### src/rtl/dmx_pkg.sv
package dmx_pkg;

  typedef enum logic [2:0] {
    F_NONE      = 3'd0,
    F_ALIGN     = 3'd1,
    F_PAGE      = 3'd2,
    F_ACV       = 3'd3,
    F_MISS_DATA = 3'd4,
    F_MISS_PTE  = 3'd5,
    F_MCHK      = 3'd6,
    F_UNIMP     = 3'd7
  } fault_e;

  localparam int ST_W     = 6;
  localparam int ST_WR    = 0;
  localparam int ST_ACV   = 1;
  localparam int ST_FONR  = 2;
  localparam int ST_FONW  = 3;
  localparam int ST_MISS  = 4;
  localparam int ST_BADVA = 5;

  localparam logic [1:0] MODE_KERNEL = 2'd0;

endpackage

### src/rtl/dmx_front.sv
module dmx_front #(
  parameter int VA_W     = 64,
  parameter int VA_IMPL  = 48,
  parameter int SZ_W     = 4,
  parameter int MODE_W   = 2,
  parameter int SP_TAG_W = 7,
  parameter logic [SP_TAG_W-1:0] SP_TAG = 7'h7E
) (
  input  logic [VA_W-1:0]   va,
  input  logic [SZ_W-1:0]   size,
  input  logic              pc_lsb,
  input  logic              use_alt,
  input  logic [MODE_W-1:0] cur_mode,
  input  logic [MODE_W-1:0] alt_mode,
  output logic              misalign,
  output logic              va_bad,
  output logic              in_superpage,
  output logic [MODE_W-1:0] eff_mode
);

  localparam int HI_W = VA_W - VA_IMPL + 1;

  function automatic logic low_bits_set(input logic [SZ_W-1:0] a,
                                        input logic [SZ_W-1:0] sz);
    return |(a & (sz - 1'b1));
  endfunction

  function automatic logic not_canonical(input logic [HI_W-1:0] hi);
    return !((&hi) || !(|hi));
  endfunction

  always_comb begin
    misalign     = low_bits_set(va[SZ_W-1:0], size);
    va_bad       = not_canonical(va[VA_W-1:VA_IMPL-1]);
    in_superpage = (va[VA_IMPL-1 -: SP_TAG_W] == SP_TAG);
    if (!pc_lsb)      eff_mode = cur_mode;
    else if (use_alt) eff_mode = alt_mode;
    else              eff_mode = '0;
  end

endmodule

### src/rtl/dmx_perm.sv
module dmx_perm #(
  parameter int VPN_W  = 35,
  parameter int PG_SH  = 13,
  parameter int ASN_W  = 8,
  parameter int PPN_W  = 31,
  parameter int MODE_W = 2
) (
  input  logic [VPN_W-1:0]          vpn,
  input  logic [PG_SH-1:0]          offset,
  input  logic [ASN_W-1:0]          asn,
  input  logic                      is_write,
  input  logic [MODE_W-1:0]         eff_mode,
  input  logic                      e_valid,
  input  logic [VPN_W-1:0]          e_tag,
  input  logic [ASN_W-1:0]          e_asn,
  input  logic                      e_global,
  input  logic [PPN_W-1:0]          e_ppn,
  input  logic [(1<<MODE_W)-1:0]    e_rd_en,
  input  logic [(1<<MODE_W)-1:0]    e_wr_en,
  output logic                      hit,
  output logic                      perm_ok,
  output logic [PPN_W+PG_SH-1:0]    pa_tlb
);

  function automatic logic entry_match(input logic v, input logic same_tag,
                                       input logic glob, input logic same_asn);
    return v && same_tag && (glob || same_asn);
  endfunction

  always_comb begin
    hit     = entry_match(e_valid, e_tag == vpn, e_global, e_asn == asn);
    perm_ok = is_write ? e_wr_en[eff_mode] : e_rd_en[eff_mode];
    pa_tlb  = {e_ppn, offset};
  end

endmodule

### src/rtl/dmx_post.sv
module dmx_post #(
  parameter int VA_W  = 64,
  parameter int PA_W  = 44,
  parameter int CLR_W = 8
) (
  input  logic [VA_W-1:0] pa_full,
  output logic            mchk,
  output logic            regspace,
  output logic            uncached,
  output logic [PA_W-1:0] pa_out
);

  localparam int UC_BIT = PA_W - 1;

  function automatic logic [PA_W-1:0] strip_hi(input logic [PA_W-1:0] p);
    logic [PA_W-1:0] r;
    r = p;
    r[UC_BIT-1 -: CLR_W] = '0;
    return r;
  endfunction

  logic uc_space;

  always_comb begin
    mchk     = |pa_full[VA_W-1:PA_W];
    uc_space = pa_full[UC_BIT];
    regspace = uc_space && (pa_full[UC_BIT-1 -: 2] == 2'b01);
    uncached = uc_space && !regspace;
    pa_out   = uncached ? strip_hi(pa_full[PA_W-1:0]) : pa_full[PA_W-1:0];
  end

endmodule

### src/rtl/dmx_data_xlate.sv
module dmx_data_xlate
  import dmx_pkg::*;
#(
  parameter int VA_W    = 64,
  parameter int VA_IMPL = 48,
  parameter int PA_W    = 44,
  parameter int PG_SH   = 13,
  parameter int ASN_W   = 8,
  parameter int SZ_W    = 4,
  parameter int MODE_W  = 2,
  parameter int CLR_W   = 8
) (
  input  logic                       clk,
  input  logic                       rst_n,
  input  logic [VA_W-1:0]            req_va,
  input  logic [SZ_W-1:0]            req_size,
  input  logic                       req_write,
  input  logic                       pc_lsb,
  input  logic                       req_alt,
  input  logic                       req_phys,
  input  logic                       req_ptacc,
  input  logic [MODE_W-1:0]          cur_mode,
  input  logic [MODE_W-1:0]          alt_mode,
  input  logic [ASN_W-1:0]           cur_asn,
  input  logic                       ent_valid,
  input  logic [VA_IMPL-PG_SH-1:0]   ent_tag,
  input  logic [ASN_W-1:0]           ent_asn,
  input  logic                       ent_global,
  input  logic [PA_W-PG_SH-1:0]      ent_ppn,
  input  logic [(1<<MODE_W)-1:0]     ent_rd_en,
  input  logic [(1<<MODE_W)-1:0]     ent_wr_en,
  input  logic                       ent_fonr,
  input  logic                       ent_fonw,
  output logic [PA_W-1:0]            xl_pa,
  output logic [2:0]                 xl_fault,
  output logic [ST_W-1:0]            xl_status,
  output logic                       xl_uncached
);

  localparam int VPN_W   = VA_IMPL - PG_SH;
  localparam int PPN_W   = PA_W - PG_SH;
  localparam int SP_SIGN = PA_W - 4;

  // events brought out for the checks
  logic              misalign, va_bad, in_superpage, sp_deny;
  logic [MODE_W-1:0] eff_mode;
  logic              hit, perm_ok;
  logic [PA_W-1:0]   pa_tlb;
  logic              translated;
  logic [VA_W-1:0]   pa_full;
  logic              post_mchk, post_reg, post_uc;
  logic [PA_W-1:0]   post_pa;

  fault_e            fault_n, fault_q;
  logic [ST_W-1:0]   status_n, status_q;
  logic [PA_W-1:0]   pa_n, pa_q;
  logic              uc_n, uc_q;

  dmx_front #(
    .VA_W(VA_W), .VA_IMPL(VA_IMPL), .SZ_W(SZ_W), .MODE_W(MODE_W)
  ) u_front (
    .va(req_va), .size(req_size), .pc_lsb(pc_lsb), .use_alt(req_alt),
    .cur_mode(cur_mode), .alt_mode(alt_mode),
    .misalign(misalign), .va_bad(va_bad), .in_superpage(in_superpage),
    .eff_mode(eff_mode)
  );

  dmx_perm #(
    .VPN_W(VPN_W), .PG_SH(PG_SH), .ASN_W(ASN_W), .PPN_W(PPN_W), .MODE_W(MODE_W)
  ) u_perm (
    .vpn(req_va[VA_IMPL-1:PG_SH]), .offset(req_va[PG_SH-1:0]), .asn(cur_asn),
    .is_write(req_write), .eff_mode(eff_mode),
    .e_valid(ent_valid), .e_tag(ent_tag), .e_asn(ent_asn), .e_global(ent_global),
    .e_ppn(ent_ppn), .e_rd_en(ent_rd_en), .e_wr_en(ent_wr_en),
    .hit(hit), .perm_ok(perm_ok), .pa_tlb(pa_tlb)
  );

  dmx_post #(
    .VA_W(VA_W), .PA_W(PA_W), .CLR_W(CLR_W)
  ) u_post (
    .pa_full(pa_full), .mchk(post_mchk), .regspace(post_reg),
    .uncached(post_uc), .pa_out(post_pa)
  );

  assign sp_deny = in_superpage && (cur_mode != MODE_KERNEL);

  always_comb begin
    fault_n    = F_NONE;
    status_n   = '0;
    translated = 1'b0;
    pa_full    = '0;
    if (misalign) begin
      fault_n         = F_ALIGN;
      status_n[ST_WR] = req_write;
    end else if (req_phys) begin
      translated = 1'b1;
      pa_full    = req_va;
    end else if (va_bad) begin
      fault_n            = F_PAGE;
      status_n[ST_WR]    = req_write;
      status_n[ST_BADVA] = 1'b1;
      status_n[ST_ACV]   = 1'b1;
    end else if (in_superpage) begin
      if (sp_deny) begin
        fault_n          = F_ACV;
        status_n[ST_WR]  = req_write;
        status_n[ST_ACV] = 1'b1;
      end else begin
        translated = 1'b1;
        pa_full    = {{(VA_W-PA_W){1'b0}}, {(PA_W-SP_SIGN){req_va[SP_SIGN]}},
                      req_va[SP_SIGN-1:0]};
      end
    end else if (!hit) begin
      fault_n           = req_ptacc ? F_MISS_PTE : F_MISS_DATA;
      status_n[ST_WR]   = req_write;
      status_n[ST_MISS] = 1'b1;
    end else if (req_write) begin
      status_n[ST_WR] = 1'b1;
      if (!perm_ok) begin
        fault_n           = F_PAGE;
        status_n[ST_ACV]  = 1'b1;
        status_n[ST_FONW] = ent_fonw;
      end else if (ent_fonw) begin
        fault_n           = F_PAGE;
        status_n[ST_FONW] = 1'b1;
      end else begin
        status_n   = '0;
        translated = 1'b1;
        pa_full    = {{(VA_W-PA_W){1'b0}}, pa_tlb};
      end
    end else begin
      if (!perm_ok) begin
        fault_n           = F_ACV;
        status_n[ST_ACV]  = 1'b1;
        status_n[ST_FONR] = ent_fonr;
      end else if (ent_fonr) begin
        fault_n           = F_PAGE;
        status_n[ST_FONR] = 1'b1;
      end else begin
        translated = 1'b1;
        pa_full    = {{(VA_W-PA_W){1'b0}}, pa_tlb};
      end
    end

    pa_n = '0;
    uc_n = 1'b0;
    if (translated) begin
      if (post_mchk)     fault_n = F_MCHK;
      else if (post_reg) fault_n = F_UNIMP;
      else begin
        pa_n = post_pa;
        uc_n = post_uc;
      end
    end
  end

  always_ff @(posedge clk or negedge rst_n) begin
    if (!rst_n) begin
      fault_q  <= F_NONE;
      status_q <= '0;
      pa_q     <= '0;
      uc_q     <= 1'b0;
    end else begin
      fault_q  <= fault_n;
      status_q <= status_n;
      pa_q     <= pa_n;
      uc_q     <= uc_n;
    end
  end

  assign xl_fault    = fault_q;
  assign xl_status   = status_q;
  assign xl_pa       = pa_q;
  assign xl_uncached = uc_q;

  a_r1_align_wins: assert property (@(posedge clk) disable iff (!rst_n)
    ($past(rst_n) && $past(misalign)) |-> (xl_fault == F_ALIGN));

  a_r4_superpage_kernel_only: assert property (@(posedge clk) disable iff (!rst_n)
    $past(rst_n && sp_deny && !misalign && !req_phys && !va_bad)
      |-> (xl_fault == F_ACV && xl_status[ST_ACV]));

  a_r5_miss_flag: assert property (@(posedge clk) disable iff (!rst_n)
    (xl_fault == F_MISS_DATA || xl_fault == F_MISS_PTE)
      |-> (xl_status[ST_MISS] && !xl_status[ST_ACV]));

  a_r10_machine_check: assert property (@(posedge clk) disable iff (!rst_n)
    $past(rst_n && translated && post_mchk) |-> (xl_fault == F_MCHK && xl_status == '0));

  a_r11_uncached_cleared: assert property (@(posedge clk) disable iff (!rst_n)
    xl_uncached |-> (xl_pa[PA_W-1] && xl_pa[PA_W-2 -: CLR_W] == '0 && xl_fault == F_NONE));

  a_r13_clean_status: assert property (@(posedge clk) disable iff (!rst_n)
    (xl_fault == F_NONE) |-> (xl_status == '0));

  a_r13_pa_zero_on_fault: assert property (@(posedge clk) disable iff (!rst_n)
    (xl_fault != F_NONE) |-> (xl_pa == '0 && !xl_uncached));

endmodule

### config.mk
export PLATFORM = sky130hd
export DESIGN_NAME = dmx_data_xlate
export DESIGN_NICKNAME = d
export VERILOG_FILES = /design/src/rtl/dmx_pkg.sv /design/src/rtl/dmx_front.sv /design/src/rtl/dmx_perm.sv /design/src/rtl/dmx_post.sv /design/src/rtl/dmx_data_xlate.sv
export SDC_FILE = /design/constraint.sdc
export NUM_CORES = 1
export LEC_CHECK = 0
export ABC_CLOCK_PERIOD_IN_PS = 800
export BUFFER_PORTS_ARGS = -buffer_cell sky130_fd_sc_hd__buf_2
export CAP_MARGIN = 20
export CELL_PAD_IN_SITES_DETAIL_PLACEMENT = 0
export CELL_PAD_IN_SITES_GLOBAL_PLACEMENT = 1
export CORE_ASPECT_RATIO = 0.7
export CORE_MARGIN = 8
export CORE_UTILIZATION = 32
export CTS_CLUSTER_DIAMETER = 50
export DETAILED_ROUTE_END_ITERATION = 8
export GPL_ROUTABILITY_DRIVEN = 0
export GPL_TIMING_DRIVEN = 0
export PLACE_DENSITY = 0.86
export SLEW_MARGIN = 20
export SYNTH_ARGS = -nofsm -noshare
export SYNTH_HDL_FRONTEND = slang
export SYNTH_HIERARCHICAL = 1
export SYNTH_SLANG_ARGS = --single-unit
### constraint.sdc
create_clock -name clk -period 0.8 [get_ports clk]
set_input_delay 0.04 -clock clk [delete_from_list [all_inputs] [get_ports clk]]
set_output_delay 0.04 -clock clk [all_outputs]
set_load 0.05 [all_outputs]
==> run summary, run 1 <==
Status -> finished with violations
Failing checks -> negative hold slack, negative setup slack
WHS -> -0.212 ns
Initial antenna violation count -> 0
Relative slew slack -> 0.547
Sw Share -> 0.299
Pwr/cell area -> 1130 nW/µm²
CTS H-tree lvls -> 2
Tcrit/Tclk final -> 3.32
LEAKAGE -> 3.27 nW
Mux contribution to synthesized area -> 0.0183
Layout net count -> 826
Largest net degree at the start of global routing -> 55
Seq/Total Area, Yosys -> 0.336
Pins Over Slew Limit -> 0
RSZ-0062 raised after global routing -> yes
Global-route wire length before repair -> 21.6 mm
Post-synthesis compound-gate area fraction -> 0.138
CP startpoint kind -> primary input
Post-synthesis simple-gate area fraction -> 0.233
Max Cap Viol -> 0
Avg Synthesized Cell Area -> 9.54 µm²
Logic gate share of total power -> 0.308
Part of the power in the clock network -> 0.310
Syn Std Cell Area -> 4030 µm²
CTS tree -> built
Mapped Nets -> 596
Final WS setup -> -1.85 ns
Die H -> 110 µm
Most common cell after layout, fill and taps aside -> buf_2
Cell variety after synth -> 41
Yosys reg bits -> 54
Dpl cell area -> 5320 µm²
Cells along the critical path -> buf_2 -> xor2_1 -> nor4_2 -> nand3_2 -> nor4_4 -> and2b_2 -> a32o_2 -> nand3_4 -> o21ai_2 -> inv_2 -> nor3b_4 -> a2111oi_4 -> buf_6 -> clkbuf_16 -> and2_4
Area of the die -> 16500 µm²
Cells after DPL -> 779
Post-synthesis adder-cell area fraction -> 0.00311
Vias in the first global route -> 4129
Tot GR Track Use -> 0.169
Initial core utilization -> 0.326
Post-DP HPWL -> 11.9 mm
TNS Setup -> -95.65 ns
Drt total wl -> 15.2 mm
GRT overflow -> 0
Detailed-route vias per instance -> 4.73
Minimum clock period -> 2.65 ns
Via Count -> 3854
Port Buffers -> 195
Critical-path maximum fanout -> 5
Main combinational cell family by area after synthesis -> simple AND/OR/NAND/NOR gates
Area delta synth->final -> 59.9%
Internal power -> 5.11 mW
Clock Path Buffers -> 2
Cells after Synth -> 422
# IOs -> 227
Final hold vios -> 54
Hold Path Class -> primary input to asynchronous set/reset pin
Worst-Margin Slew -> 0.680 ns
Post-route ant nets -> 0
Setup Viol. Count Final -> 108
Share of post-route cells with drive strength above 1 -> 0.636
Final core utilization -> 0.522
Clock transition at path regs -> 0.08 ns
TritonCTS buffer count -> 5
Critical path arrival -> 2.84 ns
Type of the worst setup path -> primary input to flip-flop
Yosys Warn Count -> 6
Max Clk Rate -> 377 MHz
Post-synthesis xor/xnor area fraction -> 0.0979
Ant. Diodes -> 0
Post-route cell area -> 6440 µm²
Area taken by flip-flops and latches -> 1350 µm²
Layout Cells excl Fill -> 815
Sequential share of power -> 0.383
Wire per inst -> 18.6 µm
Multi-input logic area -> 2250 µm²
Row count -> 34
CP endpoint kind -> flip-flop
Clock root buffer master -> clkbuf_16
Filler cells -> 1155
CP max stage delay -> 0.39 ns
DRC viols -> 0
Highest-count cells in the layout ignoring fill and taps -> buf_2, buf_4, buf_6, dfrtp_1, and2_4
Critical-path top delay cell -> nor4_4
Clk sinks -> 54
Die W -> 150 µm
Critical Path Start -> req_va[43]
First-pass DRT Iterations -> 4
Detailed router's first-iteration violation count -> 117
Max VDD drop -> 0.850 mV
Worst Path Required -> 0.99 ns
Hold-fix buffers at CTS -> 2
Core Footprint -> 12300 µm²
NetSw -> 2.18 mW
## cells by family (layout without fill, tap and decap cells)
group / count (synthesis) / after routing
compound gates: 67 / 67
xor+xnor: 45 / 45
fa+ha+maj: 1 / 1
buf+inv: 105 / 336
flops: 54 / 54
mux: 4 / 4
simple gates: 146 / 146
## per-stage QoR
| stage | setup slack [ns] | power [mW] |
|---|---|---|
| 2_1_floorplan | -1.71 | 3.92 |
| 3_3_place_gp | -2.68 | 4.67 |
| 3_5_place_dp | -2.76 | 4.71 |
| 4_1_cts | -1.81 | 7.20 |
| 5_1_grt | -1.99 | 7.65 |
| 6_report | -1.85 | 7.29 |
## sequential cells by signal, indices dropped and copies added (netlist names)
| register | count |
|---|---|
| xl_pa | 44 |
| xl_fault | 3 |
| xl_uncached | 1 |
| xl_status | 6 |
## power by group through the flow
stage	Sequential, mW	Clock [mW]	Combinational, mW
after floorplan	2.99	0	0.936
after global placement	2.83	0	1.84
after global routing	2.79	2.46	2.40
after CTS	2.79	2.34	2.07
final	2.79	2.26	2.24
after detailed placement	2.83	0	1.88
## routing by layer
metal,share of wire,vias to the layer above,wire length (µm),track usage
met4,0.012,0,184,0.0313
met1,0.43,1800,6470,0.208
met3,0.098,24,1490,0.0567
met2,0.46,196,7030,0.284
met5,0,-,0,0
li1,-,1834,-,-
## critical path: cells and delay by family
family | cells | cell delay [ns]
AO/OA/AOI/OAI | 3 | 0.44
XOR/XNOR | 1 | 0.19
AND/OR/NAND/NOR | 7 | 1.57
buffers and inverters | 4 | 0.59
## cell usage after synthesis (all sizes together)
| library cell | n | area, µm² |
|---|---|---|
| a222oi | 1 | 10.0 |
| a21boi | 2 | 15.0 |
| a21oi | 5 | 25.0 |
| nand2b | 2 | 12.5 |
| buf | 80 | 601 |
| and2b | 1 | 7.51 |
| nand4 | 8 | 50.1 |
| a31o | 1 | 8.76 |
| nor3 | 2 | 10.0 |
| o21a | 2 | 15.0 |
| o32a | 1 | 10.0 |
| nor2b | 2 | 12.5 |
| mux2 | 1 | 11.3 |
| a22o | 40 | 350 |
| o21ai | 8 | 43.8 |
| clkbuf | 16 | 65.1 |
| nor3b | 2 | 15.0 |
| xnor2 | 1 | 8.76 |
| mux4 | 2 | 52.6 |
| dfrtp | 54 | 1350 |
| o32ai | 2 | 17.5 |
| nor2 | 16 | 60.1 |
| nand2 | 11 | 41.3 |
| ha | 1 | 12.5 |
| a31oi | 1 | 6.26 |
| a32o | 1 | 10.0 |
| and3 | 1 | 6.26 |
| a41oi | 1 | 8.76 |
| xor2 | 44 | 385 |
| nor4 | 21 | 188 |
| nand3 | 6 | 30.0 |
| mux2i | 1 | 10.0 |
| a2111oi | 2 | 36.3 |
| and2 | 72 | 492 |
| or2 | 2 | 12.5 |
| inv | 9 | 33.8 |
## repair_timing
action | CTS | global route
resized for setup | 167 | 58
cloned | 1 | 4
hold endpoints to repair | 56 | 54
endpoints found under the setup margin | 108 | 108
setup buffers | 13 | 9
pin swaps | 33 | 39
## final cells by class
cell class | count | share of cell area
multi-input combinational | 263 | 0.350
buffer | 96 | 0.112
inverter | 9 | 0.00719
tap | 162 | 0.0315
sequential | 54 | 0.210
clock inverter | 3 | 0.00447
timing repair buffer | 223 | 0.265
clock buffer | 5 | 0.0194
## path summary, 6_finish.rpt
kind / endpoint / slack, ns / cells after the start
worst max-delay path: xl_pa[19]$_DFF_PN0_ / -1.85 / 15
worst min-delay path: xl_pa[11]$_DFF_PN0_ / -0.21 / 1
max in group asynchronous: xl_pa[24]$_DFF_PN0_ / 0.56 / 1
min in group clk: xl_status[0]$_DFF_PN0_ / 0.03 / 2
No activity file was read; power rests on OpenSTA's default activity.
==> run 2: changes to the inputs <==
- GPL_TIMING_DRIVEN: 0 -> not set
- PLACE_DENSITY: 0.86 -> 0.89
==> run summary, run 2 (synthesized netlist as in run 1, its figures left out) <==
Final WS setup -> -1.61 ns (+0.241 ns)
Clk sinks -> 54 (unchanged)
CTS H-tree lvls -> 2 (unchanged)
First-pass DRT Iterations -> 4 (unchanged)
# IOs -> 227 (unchanged)
Row count -> 34 (unchanged)
CP max stage delay -> 0.29 ns (-0.10 ns)
Via Count -> 3739 (-3.0%)
Cells after DPL -> 789 (+1.3%)
Failing checks -> negative setup slack
Drt total wl -> 14.4 mm (-5.1%)
Area delta synth->final -> 55.8%
Die H -> 110 µm (unchanged)
Cells along the critical path -> buf_2 -> xor2_1 -> nor4_2 -> buf_4 -> nand4_1 -> nor4_4 -> and2b_1 -> a32o_2 -> nand3_4 -> o21ai_2 -> inv_2 -> nor3b_4 -> a2111oi_4 -> buf_12 -> and2_2
DR WL met3 -> 1.33 mm (-11%)
Sequential share of power -> 0.376 (-0.007)
Status -> finished with violations
Wire per inst -> 18.0 µm (-3.3%)
Max Cap Viol -> 0 (unchanged)
Metal-1 WL -> 6.08 mm (-6.0%)
Initial core utilization -> 0.326 (unchanged)
Clock Path Buffers -> 2 (unchanged)
Detailed router's first-iteration violation count -> 149 (+27%)
Clock transition at path regs -> 0.07 ns (about the same)
RSZ-0062 raised after global routing -> yes
Critical path arrival -> 2.59 ns (-0.25 ns)
CP startpoint kind -> primary input
Layout net count -> 811 (-1.8%)
Flip-flop count of the largest register after layout -> 44 (unchanged)
Post-DP HPWL -> 11.9 mm (+0.69%)
Worst Path Required -> 0.98 ns (about the same)
Hold Path Cell Cnt -> 2
LEAKAGE -> 3.14 nW (-3.8%)
Port Buffers -> 226 (+16%)
Filler cells -> 1139 (-1.4%)
Sw Share -> 0.283 (-0.0158)
Share of post-route cells with drive strength above 1 -> 0.621 (-0.0148)
NetSw -> 2.10 mW (-3.6%)
CP endpoint kind -> flip-flop
Die W -> 150 µm (unchanged)
Critical-path maximum fanout -> 45 (+40)
Max VDD drop -> 0.734 mV (-14%)
Pwr/cell area -> 1180 nW/µm² (+4.4%)
Critical-path top delay cell -> nor4_4
Post-route ant nets -> 0 (unchanged)
Highest-count cells in the layout ignoring fill and taps -> buf_2, buf_4, buf_6, dfrtp_1
Largest net degree at the start of global routing -> 55 (unchanged)
Final hold vios -> 0 (-100%)
Setup Viol. Count Final -> 108 (unchanged)
Pins Over Slew Limit -> 0 (unchanged)
TritonCTS buffer count -> 5 (unchanged)
Global-route wire length before repair -> 22.1 mm (+2.7%)
Met2 WL -> 6.89 mm (-2.1%)
Tcrit/Tclk final -> 3.02 (-0.301)
Logic gate share of total power -> 0.292 (-0.016)
Type of the worst setup path -> primary input to flip-flop
TNS Setup -> -83.47 ns (+12.18 ns)
Hold Path Class -> primary input to flip-flop
Most common cell after layout, fill and taps aside -> buf_2
Clock root buffer master -> clkbuf_16
Core Footprint -> 12300 µm² (unchanged)
Min-delay src -> ent_fonr
DRC viols -> 0 (unchanged)
Tot GR Track Use -> 0.171 (+0.00276)
Minimum clock period -> 2.41 ns (-0.241 ns)
Multi-input logic area -> 2260 µm² (+0.39%)
GRT overflow -> 0 (unchanged)
Initial antenna violation count -> 0 (unchanged)
Layout Cells excl Fill -> 800 (-1.8%)
Part of the power in the clock network -> 0.331 (+0.021)
Final Power -> 7.42 mW (+1.7%)
Vias in the first global route -> 4239 (+2.7%)
Area taken by flip-flops and latches -> 1350 µm² (unchanged)
CTS tree -> built
Detailed-route vias per instance -> 4.67 (-1.2%)
Ant. Diodes -> 0 (unchanged)
Hold Path End -> xl_status[2]$_DFF_PN0_
Worst-Margin Slew -> 0.625 ns (-0.0546 ns)
Area of the die -> 16500 µm² (unchanged)
Top Layer Used -> met4
Internal power -> 5.32 mW (+4.0%)
Relative slew slack -> 0.581 (+0.0344)
Max Clk Rate -> 415 MHz (+10%)
[run 2: changes by cell type in the layout (fill, tap and decap cells not counted), moves of 6 or more]
| cell | delta |
|---|---|
| buf_4 | -27 |
| buf_2 | +32 |
| and2_1 | +13 |
| buf_8 | -7 |
| and2_4 | -42 |
| and2_2 | +29 |
| buf_12 | +8 |
| buf_6 | -6 |
| clkbuf_1 | -6 |
[run 2: cell type report]
| cell class | instances | area share |
|---|---|---|
| clock buffers | 5 | 0.0200 |
| clock inverters | 3 | 0.00639 |
| inverters | 9 | 0.00738 |
| multi-input cells | 263 | 0.361 |
| flip-flops and latches | 54 | 0.216 |
| well taps | 162 | 0.0323 |
| repair buffers | 304 | 0.357 |
[run 2: worst max-delay path by stage]
stage	to	start	slack, ns	depth (start not counted)
floorplan	xl_pa[14]$_DFF_PN0_	req_va[17]	-1.71	12
global placement	xl_pa[29]$_DFF_PN0_	req_va[43]	-2.08	15
detailed placement	xl_pa[36]$_DFF_PN0_	req_va[43]	-2.13	15
CTS	xl_pa[31]$_DFF_PN0_	req_va[17]	-1.65	15
global route	xl_fault[0]$_DFF_PN0_	req_va[42]	-1.80	15
finish	xl_pa[37]$_DFF_PN0_	req_va[42]	-1.61	15
[run 2: what timing repair did]
item | in CTS | in global routing
hold endpoints to repair | 54 | 0
buffers inserted | 3 | 0
cloned | 0 | 0
resized for setup | 157 | 6
pin swaps | 4 | 8
setup endpoints to repair | 108 | 108
hold buffers | 1 | 0
[run 2: power groups by stage]
stage	registers, mW	logic (mW)	clock network (mW)
floorplan	2.99	0.936	0
global placement	2.83	1.93	0
detailed placement	2.83	1.98	0
CTS	2.79	2.16	2.54
global route	2.79	2.35	2.64
finish	2.79	2.17	2.46
[run 2: critical path, delay by kind of cell]
family | cells | cell delay [ns]
AOI/OAI and AO/OA | 3 | 0.41
xor gates and xnor gates | 1 | 0.17
buffers and inverters | 4 | 0.53
and+or+nand+nor | 7 | 1.43
[run 2: layer usage]
| metal | GRT usage | vias to the layer above |
|---|---|---|
| li1 | - | 1797 |
| met1 | 0.215 | 1756 |
| met2 | 0.292 | 178 |
| met3 | 0.0481 | 8 |
| met4 | 0.0320 | 0 |
| met5 | 0 | - |
[run 2: through the flow]
stage	hold slack, ns	area [µm²]	setup slack (ns)	util
5_1_grt	0.0262	6270	-1.80	0.508
3_5_place_dp	0.0641	5470	-2.13	0.443
4_1_cts	0.0296	6230	-1.65	0.505
6_report	0.0453	6270	-1.61	0.508
2_1_floorplan	-0.256	4130	-1.71	-
3_3_place_gp	0.0539	5470	-2.08	0.443
